**src/rtl/ts_prbs_pkg.sv**
```systemverilog
// Shared types and constants for the transport stream PRBS checker.
package ts_prbs_pkg;
    // Acquisition phase of the sequence tracker
    typedef enum logic [1:0] {
        PH_SEED   = 2'd0,
        PH_VERIFY = 2'd1,
        PH_LOCK   = 2'd2
    } phase_e;

    localparam int PRBS_DEG = 23;
    localparam int PRBS_TAP = 18;
endpackage

```
**src/rtl/prbs_byte_engine.sv**
```systemverilog
// Combinational step of the tracker across one byte, MSB first.
// In the seed phase received bits are shifted in. In the verify and
// lock phases the generator free-runs, and received bits are compared
// against its output.
module prbs_byte_engine
    import ts_prbs_pkg::*;
#(
    parameter int DEG       = PRBS_DEG,
    parameter int TAP       = PRBS_TAP,
    parameter int BYTE_W    = 8,
    parameter int LOCK_BITS = 64,
    localparam int CNT_W    = $clog2((DEG > LOCK_BITS ? DEG : LOCK_BITS) + 1),
    localparam int ERR_W    = $clog2(BYTE_W + 1)
) (
    input  logic [DEG-1:0]    lfsr_in,
    input  phase_e            phase_in,
    input  logic [CNT_W-1:0]  cnt_in,
    input  logic [BYTE_W-1:0] rx_byte,
    output logic [DEG-1:0]    lfsr_out,
    output phase_e            phase_out,
    output logic [CNT_W-1:0]  cnt_out,
    output logic [ERR_W-1:0]  err_cnt
);
    // Walk the eight bits in arrival order and update state per bit
    always_comb begin
        logic [DEG-1:0]   s;
        phase_e           ph;
        logic [CNT_W-1:0] c;
        logic [ERR_W-1:0] e;
        logic             pred;
        s = lfsr_in;
        ph = phase_in;
        c = cnt_in;
        e = '0;
        for (int i = BYTE_W - 1; i >= 0; i--) begin
            pred = s[DEG-1] ^ s[TAP-1];
            case (ph)
                PH_SEED: begin
                    s = {s[DEG-2:0], rx_byte[i]};
                    c = c + CNT_W'(1);
                    if (c == CNT_W'(DEG)) begin
                        ph = PH_VERIFY;
                        c = '0;
                    end
                end
                PH_VERIFY: begin
                    s = {s[DEG-2:0], pred};
                    if (rx_byte[i] != pred) begin
                        ph = PH_SEED;
                        c = '0;
                    end else begin
                        c = c + CNT_W'(1);
                        if (c == CNT_W'(LOCK_BITS)) begin
                            ph = PH_LOCK;
                            c = '0;
                        end
                    end
                end
                default: begin
                    s = {s[DEG-2:0], pred};
                    if (rx_byte[i] != pred)
                        e = e + ERR_W'(1);
                end
            endcase
        end
        lfsr_out = s;
        phase_out = ph;
        cnt_out = c;
        err_cnt = e;
    end
endmodule

```
**src/rtl/prbs_seq_tracker.sv**
```systemverilog
// Holds generator state, acquisition phase and bit counter. It advances
// only on payload bytes. A drop request forces a fresh seed phase.
module prbs_seq_tracker
    import ts_prbs_pkg::*;
#(
    parameter int DEG       = PRBS_DEG,
    parameter int TAP       = PRBS_TAP,
    parameter int BYTE_W    = 8,
    parameter int LOCK_BITS = 64,
    localparam int CNT_W    = $clog2((DEG > LOCK_BITS ? DEG : LOCK_BITS) + 1),
    localparam int ERR_W    = $clog2(BYTE_W + 1)
) (
    input  logic              clk,
    input  logic              rst_n,
    input  logic              step,
    input  logic              drop,
    input  logic [BYTE_W-1:0] rx_byte,
    output logic              locked,
    output logic [ERR_W-1:0]  err_cnt
);
    logic [DEG-1:0]   lfsr_q, lfsr_d;
    phase_e           phase_q, phase_d;
    logic [CNT_W-1:0] cnt_q, cnt_d;

    prbs_byte_engine #(
        .DEG(DEG), .TAP(TAP), .BYTE_W(BYTE_W), .LOCK_BITS(LOCK_BITS)
    ) u_engine (
        .lfsr_in  (lfsr_q),
        .phase_in (phase_q),
        .cnt_in   (cnt_q),
        .rx_byte  (rx_byte),
        .lfsr_out (lfsr_d),
        .phase_out(phase_d),
        .cnt_out  (cnt_d),
        .err_cnt  (err_cnt)
    );

    // Commit the byte step, or restart seeding when lock is dropped
    always_ff @(posedge clk) begin
        if (!rst_n) begin
            lfsr_q  <= '0;
            phase_q <= PH_SEED;
            cnt_q   <= '0;
        end else if (step) begin
            lfsr_q <= lfsr_d;
            if (drop) begin
                phase_q <= PH_SEED;
                cnt_q   <= '0;
            end else begin
                phase_q <= phase_d;
                cnt_q   <= cnt_d;
            end
        end
    end

    // Locked status comes straight from the phase register
    always_comb begin
        locked = (phase_q == PH_LOCK);
    end
endmodule

```
**config.mk**
```make
export PLATFORM = sky130hd
export DESIGN_NAME = prbs_seq_tracker
export DESIGN_NICKNAME = d
export VERILOG_FILES = /design/src/rtl/ts_prbs_pkg.sv /design/src/rtl/prbs_byte_engine.sv /design/src/rtl/prbs_seq_tracker.sv
export SDC_FILE = /design/constraint.sdc
export NUM_CORES = 1
export LEC_CHECK = 0
export ABC_CLOCK_PERIOD_IN_PS = 13040
export BUFFER_PORTS_ARGS = -buffer_cell sky130_fd_sc_hd__buf_2
export CORE_MARGIN = 4
export CORE_UTILIZATION = 45
export CTS_BUF_LIST = sky130_fd_sc_hd__clkbuf_4 sky130_fd_sc_hd__clkbuf_8
export DETAILED_ROUTE_END_ITERATION = 10
export GPL_ROUTABILITY_DRIVEN = 0
export PLACE_DENSITY_LB_ADDON = 0.25
export SYNTH_ARGS = -nofsm -noshare
export SYNTH_HDL_FRONTEND = slang
export SYNTH_SLANG_ARGS = --single-unit
```
**constraint.sdc**
```tcl
create_clock -name clk -period 13.04 [get_ports clk]
set_input_delay 1.304 -clock clk [delete_from_list [all_inputs] [get_ports clk]]
set_output_delay 1.304 -clock clk [all_outputs]
set_load 0.01 [all_outputs]
```
---- Word level (Yosys, flattened, before mapping) ----
Cells that the tools add are included.
cells by class
  add/sub/neg operators ................... 15
  equal/unequal tests ..................... 33
  mux-type cells .......................... 90
  bitwise gates (word level) .............. 8
  reductions and logical operators ........ 16
operator list
  kind                                            count
  2-to-1 mux 7 bit                                25
  one-hot mux 7 bit (2 select lines)              8
  2-to-1 mux 4 bit                                15
  adder 7 x 1 -> 7 bit (second input constant)    8
  == test 7 x 5 -> 1 bit (second input constant)  8
  == test 7 bit (second input constant)           8
  2-to-1 mux 2 bit                                25
  one-hot mux 2 bit (2 select lines)              8
  adder 4 x 1 -> 4 bit (second input constant)    7
  == test 2 x 1 -> 1 bit (second input constant)  8
  zero test 2 bit                                 8
  OR reduction 2 bit                              8
  2-to-1 mux 1 bit                                9
  inequality test 1 bit                           8
  XOR 1 bit                                       8
  == test 2 bit (second input constant)           1
storage, ports and cells
  bits in registers ....................... 32
  bits of input ports ..................... 12
  output and inout port bits .............. 5

---- Depth between registers and ports, before layout ----
Gate-level depths: netlist of run 1.
  depth after elaboration ................. 41
  mapped depth ............................ 58
  mapped depth without buffers ............ 57

---- By module ----
From an unflattened synthesis of run 1, not the netlist that was laid out.
unflattened totals
  cell total of the unflattened synthesis .. 819
  area, all modules ....................... 6174.7 um2
modules (own cells, without submodules)
  module            instances  cells each  area each (um2)  sequential area each (um2)
  prbs_byte_engine  1          704         4916.0           0.0
  prbs_seq_tracker  1          115         1258.7           640.6

---- Worst setup path after synthesis of run 1 ----
No wires, ideal clock.
  path kind ............................... input -> output
  start point ............................. in rx_byte[7]
  end point ............................... out err_cnt[0]
  arrival time ............................ 10.870 ns
  setup slack ............................. 0.866 ns
  stages on the path ...................... 48
  path buffers ............................ 2
  cells stage by stage .................... xnor3_1 -> nand2_2 -> nor3_1 -> a211oi_4 -> inv_2 -> ha_1 -> o2111ai_1 -> nand2_1 -> or4_4 -> nor3_2 -> nor2_1 -> o22ai_1 -> inv_1 -> ha_1 -> o21ai_0 -> a31oi_1 -> or3b_1 -> o22ai_1 -> [12 not listed] -> inv_1 -> nor2_1 -> a211o_1 -> a311oi_4 -> o31ai_1 -> a21o_1 -> nand2_1 -> ha_1 -> xor2_1 -> or3b_4 -> a21oi_4 -> a31o_2 -> o22ai_1 -> a2111o_1 -> a2111oi_2 -> nor2b_1 -> clkbuf_1 -> nor2_1
on the way
  cells in the longest elaborated chain, start to end .. 36
ends and longest elaborated chain
  element                                                           line                                            source
  start, declared                                                   prbs_seq_tracker.sv:17                          input logic [BYTE_W-1:0] rx_byte,
  inequality test 1 bit (*)                                         prbs_byte_engine.sv:48, prbs_byte_engine.sv:61
  2-to-1 mux 7 bit                                                  prbs_byte_engine.sv:48                          if (rx_byte[i] != pred) begin
  one-hot mux 7 bit (2 select lines)                                prbs_byte_engine.sv:37                          case (ph)
  adder 7 x 1 -> 7 bit                                              prbs_byte_engine.sv:40, prbs_byte_engine.sv:52
  == test 7 bit                                                     prbs_byte_engine.sv:53                          if (c == CNT_W'(LOCK_BITS)) begin
  2-to-1 mux 7 bit                                                  prbs_byte_engine.sv:53
  2-to-1 mux 7 bit                                                  prbs_byte_engine.sv:48
  one-hot mux 7 bit (2 select lines)                                prbs_byte_engine.sv:37
  [20 not listed]                                                   --
  adder 7 x 1 -> 7 bit                                              prbs_byte_engine.sv:40, prbs_byte_engine.sv:52
  == test 7 bit                                                     prbs_byte_engine.sv:53
  2-to-1 mux 2 bit                                                  prbs_byte_engine.sv:53
  2-to-1 mux 2 bit                                                  prbs_byte_engine.sv:48
  one-hot mux 2 bit (2 select lines)                                prbs_byte_engine.sv:37
  == test 2 x 1 -> 1 bit / zero test 2 bit (equally long branches)  prbs_byte_engine.sv:37
  OR reduction 2 bit (no line)                                      --
  2-to-1 mux 4 bit (*)                                              prbs_byte_engine.sv:37
  end, declared                                                     prbs_seq_tracker.sv:19                          output logic [ERR_W-1:0] err_cnt
Mark *: on every way between the ends. The rest lies on a longest branch, timed or not.

---- Final worst setup path of run 1 ----
  start point ............................. in rx_byte[7]
  end point ............................... out err_cnt[2]
The elaborated chain is that of the path after synthesis.

==> results of run 1 <==
==> cell usage in the layout, fill, tap and decap left out, types with 23 or more instances in the layout <==
cell	instances
a21oi_1	38
o21ai_0	24
xnor2_1	30
nor2_1	67
xor2_1	23
dfxtp_1	28
ha_1	23
nor2b_1	26
nand2_1	82
mux2i_1	25
nand3_1	24
==> layer usage <==
metal | part of all wire [%] | GRT usage, %
met2 | 46 | 40.1
met3 | 7.6 | 2.69
met1 | 43 | 31.9
met5 | 0 | 0
met4 | 3.5 | 9.38
==> logic make-up after synthesis <==
kind of cell	count (synthesis)
AOI/OAI and AO/OA	248
xor gates and xnor gates	56
adders and majority gates	23
buffers and inverters	54
DFF	32
muxes	28
and+or+nand+nor	317
==> sequential cells by signal (all words and copies together) (netlist names) <==
signal   count
cnt_q        7
phase_q      2
lfsr_q      23
==> report_power, final <==
part / leakage, nW / switching, mW / total (mW) / internal, mW
logic: 2.07 / 0.494 / 0.810 / 0.317
registers: 0.262 / 0.00964 / 0.114 / 0.104
clock network: 0.0523 / 0.0326 / 0.0797 / 0.0471
total: 2.38 / 0.536 / 1.00 / 0.468
==> final cells by class <==
class                   count  area (um^2)  area share (%)
multi-input cells         672         4820            79.6
flip-flops and latches     32          646            10.7
well taps                 168          210            3.47
repair buffers             30          185            3.06
clock buffers               8         97.6            1.61
inverters                  25         95.1            1.57
==> timing repair <==
action,4_1_cts,5_1_grt
buffers inserted,0,2
endpoints found under the hold margin,0,0
resized for setup,0,21
endpoints found under the setup margin,0,11
==> worst min-delay path: stages, from the launching register on <==
cell	delay (ns)
dfxtp_1	0.32
mux2i_1	0.07
nor2b_1	0.09
==> final timing paths <==
check             startpoint  cells after the start    endpoint  slack (ns)
hold / removal     lfsr_q[1]                      2   lfsr_q[9]        0.51
hold reg to reg    lfsr_q[1]                      2   lfsr_q[9]        0.51
setup reg to reg    cnt_q[4]                     52    cnt_q[2]        0.97
setup / recovery  rx_byte[7]                     47  err_cnt[2]        0.55
==> out/results.txt, run 1 <==
Outcome - complete, no violations
Worst setup margin - 0.553 ns
Netlist Area Pre-Place - 0.00563 mm^2
Worst-path fanout max - 6
Pleak - 2.38 nW
XOR/XNOR Fraction of Synth Area - 9.35%
Clock transition at path regs - 0.06 ns
Ranking of synthesized cells by area - dfxtp_1 11%, nand2_1 5.5%, ha_1 5.1%, xnor2_1 4.7%, nor2_1 4.5%
Yosys top cell area share - 11.4%
Post-route ant nets - 0
Top post-synthesis cells by count - 82 x nand2_1, 67 x nor2_1, 38 x a21oi_1
Power Dens Cells - 166 mW/mm^2
Hold WS - 0.514 ns
Crit path top cell by count - ha_1
Hold Vio Cnt, Final - 0
Startpoint Class - input port
Post-synth EDFFs - 0
Dpl ws - 0.291 ns
Final wirelength - 17900 um
First-pass GRT wire length - 28800 um
Crit path buf inv count - 4
Vias in the first global route - 5744
Max-cap check violation count - 0
Synth warn - 0
Clock root cell - clkbuf_8
Slew Viols, Final - 0
Fill count - 1211
Num CTS Buffers - 5
Max VDD drop - 0.192 mV
Synth area leader - dfxtp_1
Synth Area in Compound Gates - 35.3%
Kind of end point of the critical path - output pin
Mapped Cells - 758
Initial Util - 46.5%
Core area - 0.0121 mm^2
Rows - 40
IO Pins - 17
Yosys cell types - 106
Net count reported at finish - 801
DP HPWL - 13700 um
CTS Hold Bufs - 0
Clock latency on the worst-skew pair - 0.27 ns
Layout Utilization - 50.0%
CTS tree - yes
Fin area - 0.00605 mm^2
Crit path DAT - 11.18 ns
Die width - 120 um
Initial drt markers - 600
Adder-Cell Fraction of Synth Area - 5.11%
# clock sinks - 32
Die Y - 120 um
Placed Area - 0.00587 mm^2
Htree depth - 2
FFs w/ async S/R, synth - 0%
DR DRC count - 0
Multiplexer share of the synthesized area - 5.04%
Clock buffer depth - 2
CP required - 11.74 ns
Final clock period utilization by the worst path - 95.8%
Setup_tns - 0 ns
Vias per cell - 6.63
Antenna diode count - 0
Drt wl/cell - 19.1 um
#FFs+latches synth - 32
CP max stage cell - or4b_1
# setup viols final - 0
Max Fclk - 80.1 MHz
Syn Nets - 793
Initial DRT Pass Iterations - 5
PortBufs - 16
Via count - 6201
Layout area overhead - 7.46%
Initial antenna violation count - 0
Post-synthesis area per instance - 7.43 um^2
Layout Skew - 0.00515 ns
Worst-margin pin slew - 0.950 ns
DIE AREA - 0.0144 mm^2
Top_reg_cell synth - dfxtp_1
CP max stage delay - 0.51 ns
Main combinational cell family by area after synthesis - compound AO/OA/AOI/OAI gates
Overall power - 1.00 mW
Minimum clock period after layout - 12.49 ns
Hold Path Class - reg2reg
Top-count cell post-synth - nand2_1
Layout cells sized above 1 - 14.7%
Post-synthesis simple-gate area fraction - 29.7%
Remaining global-route overflow - 0
Cells after DPL - 925
Global router's overall resource usage - 24.1%
Setup Crit Path Kind - in2out
Largest net degree at the start of global routing - 30
Largest delay share family, worst path - compound AO/OA/AOI/OAI gates
Relative slew slack - 36.1%
Register area share after synthesis - 11.4%
Final non-filler cell total - 935
Note: power is estimated with default switching activity, not from simulation.
==> inputs of run 2 (changes only) <==
--- a/config.mk
+++ b/config.mk
@@ -7,7 +7,7 @@
 export LEC_CHECK = 0
 export ABC_CLOCK_PERIOD_IN_PS = 13040
 export BUFFER_PORTS_ARGS = -buffer_cell sky130_fd_sc_hd__buf_2
-export CORE_MARGIN = 4
+export CORE_MARGIN = 1
 export CORE_UTILIZATION = 45
 export CTS_BUF_LIST = sky130_fd_sc_hd__clkbuf_4 sky130_fd_sc_hd__clkbuf_8
 export DETAILED_ROUTE_END_ITERATION = 10
==> run 2 against run 1 <==
First-iteration DRC count fell by 9.8%. Register-to-register slack got worse by 0.22 ns. Die area is 9.8% lower. Setup slack got worse by 0.048 ns. Sequential power barely moved. Cell area grew 0.41%. Sequential share of layout area down 0.085 points. Clock power is 3.5% lower. Global-route usage increased by 3.5 points. Routed wire length up 0.82%. Clock-buffer cell count shrank 2. Clock skew grew 0.00074 ns. Critical path type unchanged.
==> out/results.txt, run 2 (synthesized netlist as in run 1, its figures left out) <==
Initial DRT Pass Iterations - 7 (+2)
# setup viols final - 0 (unchanged)
Clock root cell - clkbuf_8
Fill count - 1197 (-1.2%)
CP max stage cell - or4_4
Worst R2R Setup Slack - 0.75 ns (-0.22 ns)
Slew Viols, Final - 0 (unchanged)
Initial antenna violation count - 0 (unchanged)
Vias in the first global route - 5712 (-0.56%)
DP HPWL - 13900 um (+1.2%)
Crit path DAT - 11.23 ns (+0.05 ns)
Top reg by flops - lfsr_q
Register area - 643 um^2 (-0.39%)
# clock sinks - 32 (unchanged)
Max-cap check violation count - 0 (unchanged)
Hold Vio Cnt, Final - 0 (unchanged)
Global router's overall resource usage - 27.6% (+3.5 points)
Clock latency on the worst-skew pair - 0.28 ns (about the same)
Setup Crit Path Kind - in2out
Hold path depth - 2 (unchanged)
Max Fclk - 79.8 MHz (-0.38%)
Die width - 114 um (-5.0%)
Die Y - 114 um (-5.0%)
Reg2Reg Launch Point - cnt_q[0]
Antenna diode count - 0 (unchanged)
Cell count of the worst reg-to-reg path - 51 (-1.9%)
Area occupied by multi-input gates - 0.00482 mm^2 (about the same)
Net count reported at finish - 805 (+0.50%)
Hold Path Class - reg2reg
Minimum clock period after layout - 12.53 ns (+0.0480 ns)
Worst-path fanout max - 6 (unchanged)
DR DRC count - 0 (unchanged)
Vias per cell - 6.63 (about the same)
Outcome - complete, no violations
Num CTS Buffers - 5 (unchanged)
DIE AREA - 0.0130 mm^2 (-9.8%)
IO Pins - 17 (unchanged)
First-pass GRT wire length - 28900 um (+0.41%)
Final non-filler cell total - 939 (+0.43%)
CP max stage delay - 0.50 ns (about the same)
Worst R2R End - cnt_q[2]
Largest register FFs - 23 (unchanged)
Final clock period utilization by the worst path - 96.1% (+0.37 points)
Layout area overhead - 7.91%
Pleak - 2.39 nW (+0.39%)
PortBufs - 16 (unchanged)
Largest net degree at the start of global routing - 30 (unchanged)
Worst hold start - lfsr_q[7]
Final wirelength - 18000 um (+0.82%)
Clock buffer depth - 2 (unchanged)
Startpoint Class - input port
CTS tree - yes
Top Registers - lfsr_q x23, cnt_q x7, phase_q x2
Initial drt markers - 541 (-9.8%)
Power Dens Cells - 167 mW/mm^2 (+0.64%)
Layout Skew - 0.00589 ns (+0.000742 ns)
Cells after DPL - 926 (+0.11%)
Commonest non-fill, non-tap cells in the layout - 82 x nand2_1, 67 x nor2_1, 38 x a21oi_1, 30 x xnor2_1, 30 x dfxtp_1
Core area - 0.0121 mm^2 (unchanged)
Remaining global-route overflow - 0 (unchanged)
WHS Endpoint - lfsr_q[7]
Post-route ant nets - 0 (unchanged)
Crit path top cell by count - ha_1
Worst-margin pin slew - 0.923 ns (-0.0267 ns)
Initial Util - 46.5% (unchanged)
CP required - 11.74 ns (about the same)
Via count - 6229 (+0.45%)
Overall power - 1.01 mW (+1.1%)
Kind of end point of the critical path - output pin
Rows - 40 (unchanged)
Layout cells sized above 1 - 14.9% (+0.18 points)
Drt wl/cell - 19.2 um (+0.39%)
Max VDD drop - 0.183 mV (-4.6%)
Htree depth - 2 (unchanged)
Clock transition at path regs - 0.06 ns (about the same)
Most common cell after layout, fill and taps aside - nand2_1
Relative slew slack - 37.9% (+1.8 points)
Setup_tns - 0 ns (unchanged)
[run 2: cell types whose count changed in the layout (fill, tap and decap cells not counted), moves of 2 or more]
cell / previous run / this run
dfxtp_2: 4 / 2
dfxtp_1: 28 / 30
buf_4: 14 / 18
o21ai_1: 6 / 8
o21ai_2: 2 / 0
clkbuf_4: 2 / 0
clkinv_2: 1 / 3
[run 2: metrics by stage]
stage | utilization, % | cell area (um^2) | hold WS, ns | setup WS [ns]
after floorplan | - | 5630 | 0.478 | 0.866
after global placement | 48.6 | 5880 | 0.498 | 0.502
after detailed placement | 48.6 | 5880 | 0.509 | 0.204
after CTS | 49.3 | 5970 | 0.527 | 0.157
after global routing | 50.2 | 6080 | 0.558 | -0.0946
final | 50.2 | 6080 | 0.517 | 0.505
[run 2: worst max-delay path by stage]
stage          startpoint         end  cells past startpoint
5_1_grt        rx_byte[7]  err_cnt[2]                     48
3_3_place_gp   rx_byte[7]  err_cnt[1]                     48
4_1_cts          cnt_q[2]  err_cnt[0]                     48
2_1_floorplan  rx_byte[7]  err_cnt[0]                     48
6_report       rx_byte[7]  err_cnt[2]                     48
3_5_place_dp   rx_byte[7]    cnt_q[2]                     54
[run 2: final cells by class]
type                    count  area share [%]
flip-flops and latches     32            10.6
clock buffers               6            1.36
repair buffers             34            3.54
well taps                 168            3.46
multi-input cells         672            79.3
inverters                  25            1.56
clock inverters             2           0.165
[run 2: routing by layer]
| layer | part of all wire (%) | GRT usage (%) | wire length (um) |
|---|---|---|---|
| met1 | 41 | 36.2 | 7460 |
| met3 | 8.1 | 2.55 | 1460 |
| met5 | 0 | 0 | 0 |
| met4 | 3.4 | 11.4 | 619 |
| met2 | 47 | 46.5 | 8480 |
[run 2: what timing repair did]
action,in CTS,in global routing
endpoints found under the setup margin,0,12
buffers inserted,0,5
gates resized for setup,0,19
hold buffers,0,0
[run 2: critical path: cells and delay by family]
family / cells / cell delay (ns)
adder cells (fa/ha/maj): 5 / 1.05
AO/OA/AOI/OAI: 22 / 5.00
AND/OR/NAND/NOR: 13 / 2.63
XOR/XNOR: 2 / 0.49
buffers and inverters: 6 / 0.74
[run 2: power by group]
| part | internal (mW) | switching, mW |
|---|---|---|
| registers | 0.104 | 0.00978 |
| clock network | 0.0420 | 0.0349 |
| logic | 0.320 | 0.503 |
==> inputs of run 3 (changes only) <==
--- a/config.mk
+++ b/config.mk
@@ -5,7 +5,7 @@
 export SDC_FILE = /design/constraint.sdc
 export NUM_CORES = 1
 export LEC_CHECK = 0
-export ABC_CLOCK_PERIOD_IN_PS = 13040
+export ABC_CLOCK_PERIOD_IN_PS = 11000
 export BUFFER_PORTS_ARGS = -buffer_cell sky130_fd_sc_hd__buf_2
 export CORE_MARGIN = 1
 export CORE_UTILIZATION = 45
@@ -13,6 +13,7 @@
 export DETAILED_ROUTE_END_ITERATION = 10
 export GPL_ROUTABILITY_DRIVEN = 0
 export PLACE_DENSITY_LB_ADDON = 0.25
+export SKIP_CTS_REPAIR_TIMING = 1
 export SYNTH_ARGS = -nofsm -noshare
 export SYNTH_HDL_FRONTEND = slang
 export SYNTH_SLANG_ARGS = --single-unit
==> constraint.sdc (replaced) <==
create_clock -name clk -period 11 [get_ports clk]
set_input_delay 1.1 -clock clk [delete_from_list [all_inputs] [get_ports clk]]
set_output_delay 1.1 -clock clk [all_outputs]
set_load 0.01 [all_outputs]
==> run 3 against run 2 <==
The run now ends with negative setup slack left. Register-to-register slack worse by 0.77 ns. Via count is 5.8% higher. Non-clock buffer count is 70 higher. Clock skew is 0.0027 ns higher. Combinational power is 43% higher. Global-route usage is 1.1 points higher. Largest cell class unchanged. Highest routed layer unchanged.
==> out/results.txt, run 3 (synthesized netlist as in run 1, its figures left out) <==
Outcome - finished with violations
Failing checks - negative setup slack
Htree depth - 2 (unchanged)
Slew Viols, Final - 0 (unchanged)
IO Pins - 17 (unchanged)
Post-route ant nets - 0 (unchanged)
Final wirelength - 19600 um (+8.8%)
Worst R2R End - cnt_q[2]
Layout area overhead - 22.7%
Drt wl/cell - 19.5 um (+1.4%)
Vias in the first global route - 6070 (+6.3%)
Layout Skew - 0.00861 ns (+0.00272 ns)
Relative slew slack - 33.5% (-4.5 points)
CP max stage delay - 0.51 ns (about the same)
Remaining global-route overflow - 0 (unchanged)
Largest register FFs - 23 (unchanged)
Max Fclk - 90.4 MHz
Cell count of the worst reg-to-reg path - 54 (+5.9%)
Die Y - 114 um (unchanged)
Top reg by flops - lfsr_q
Minimum clock period after layout - 11.07 ns
Reg2Reg Launch Point - cnt_q[0]
Clock transition at path regs - 0.07 ns (about the same)
Clock latency on the worst-skew pair - 0.28 ns (about the same)
Clock buffer depth - 2 (unchanged)
Initial DRT Pass Iterations - 5 (-2)
Hold path depth - 2 (unchanged)
Power Dens Cells - 204 mW/mm^2 (+22%)
Max VDD drop - 0.260 mV (+42%)
# setup viols final - 4 (+4)
Hold Vio Cnt, Final - 0 (unchanged)
Initial antenna violation count - 0 (unchanged)
Die width - 114 um (unchanged)
Pleak - 2.75 nW (+15%)
CTS tree - yes
Worst setup margin - -0.0657 ns (-0.571 ns)
Worst R2R Setup Slack - -0.02 ns (-0.77 ns)
Layout cells sized above 1 - 26.8% (+12 points)
Commonest non-fill, non-tap cells in the layout - 85 x buf_4, 79 x nand2_1, 61 x nor2_1, 36 x a21oi_1, 29 x xnor2_1
GR Util met3 - 1.59% (-0.96 points)
Top Registers - lfsr_q x23, cnt_q x7, phase_q x2
Fin area - 0.00691 mm^2 (+14%)
Most common cell after layout, fill and taps aside - buf_4
CP max stage cell - or4_4
Beginning of the critical path - cnt_q[0]
Num CTS Buffers - 5 (unchanged)
PortBufs - 16 (unchanged)
Antenna diode count - 0 (unchanged)
Net count reported at finish - 875 (+8.7%)
Max-cap check violation count - 0 (unchanged)
CP required - 9.90 ns (-1.84 ns)
Dpl ws - -0.123 ns (-0.326 ns)
Largest net degree at the start of global routing - 30 (unchanged)
DP HPWL - 14600 um (+5.1%)
Kind of end point of the critical path - output pin
Crit path DAT - 9.97 ns (-1.26 ns)
Initial drt markers - 545 (+0.74%)
Worst-margin pin slew - 0.990 ns (+0.0665 ns)
Core area - 0.0121 mm^2 (unchanged)
Worst-path fanout max - 6 (unchanged)
Rows - 40 (unchanged)
Gr busiest metal - met2
Startpoint Class - flip-flop
# clock sinks - 32 (unchanged)
Grt met2 use - 50.3% (+3.8 points)
First-pass GRT wire length - 30300 um (+4.7%)
DR DRC count - 0 (unchanged)
Final clock period utilization by the worst path - 101%
Global router's overall resource usage - 28.7% (+1.1 points)
RSZ-0062 raised after global routing - true
Initial Util - 46.5% (unchanged)
Via count - 6588 (+5.8%)
DIE AREA - 0.0130 mm^2 (unchanged)
Setup crit end - err_cnt[2]
Placed Area - 0.00632 mm^2 (+7.5%)
Setup Crit Path Kind - reg2out
Vias per cell - 6.54 (-1.5%)
Clock root cell - clkbuf_8
Hold Path Class - reg2reg
Met1 GRT Util - 37.9% (+1.7 points)
[run 3: layer usage]
metal / share of wire, % / wire (um)
met1: 42 / 8150
met2: 48 / 9340
met3: 7.6 / 1500
met4: 3.2 / 625
met5: 0 / 0
[run 3: report_power, final]
part / internal [mW] / switching (mW)
Combinational: 0.505 / 0.674
Clock: 0.0556 / 0.0397
Sequential: 0.123 / 0.00824
Total: 0.684 / 0.722
[run 3: worst min path at each step]
stage          startpoint    endpoint  slack [ns]
2_1_floorplan   lfsr_q[3]  lfsr_q[11]        0.48
3_3_place_gp    lfsr_q[9]   lfsr_q[9]        0.50
3_5_place_dp    lfsr_q[8]  lfsr_q[16]        0.51
4_1_cts         lfsr_q[8]  lfsr_q[16]        0.52
5_1_grt         lfsr_q[9]  lfsr_q[17]        0.55
6_report        lfsr_q[8]  lfsr_q[16]        0.52
[run 3: stage by stage]
| stage | power, mW | std cells | TNS, ns | hold WS [ns] | util (%) |
|---|---|---|---|---|---|
| final | 1.41 | 1008 | -0.192 | 0.518 | 57.0 |
| after global routing | 1.49 | 1008 | -3.64 | 0.553 | 57.0 |
| after CTS | 1.24 | 977 | -0.480 | 0.522 | 53.0 |
| after detailed placement | 1.13 | 970 | -0.607 | 0.509 | 52.2 |
| after global placement | 1.12 | 970 | 0 | 0.499 | 52.2 |
| after floorplan | 0.890 | 758 | 0 | 0.478 | - |
[run 3: worst max-delay path: cells and delay by family (launching register included)]
family / cells / cell delay [ns]
AOI/OAI and AO/OA: 24 / 4.74
DFF: 1 / 0.34
adders and majority gates: 5 / 0.93
xor gates and xnor gates: 1 / 0.15
buffers and inverters: 7 / 0.75
and+or+nand+nor: 12 / 2.72
[run 3: cell type report]
cell class / count / area (um^2)
tap: 168 / 210
timing repair buffer: 104 / 758
clock buffer: 7 / 96.3
inverter: 25 / 97.6
fill: 1121 / 5200
sequential: 32 / 651
multi-input combinational: 672 / 5100
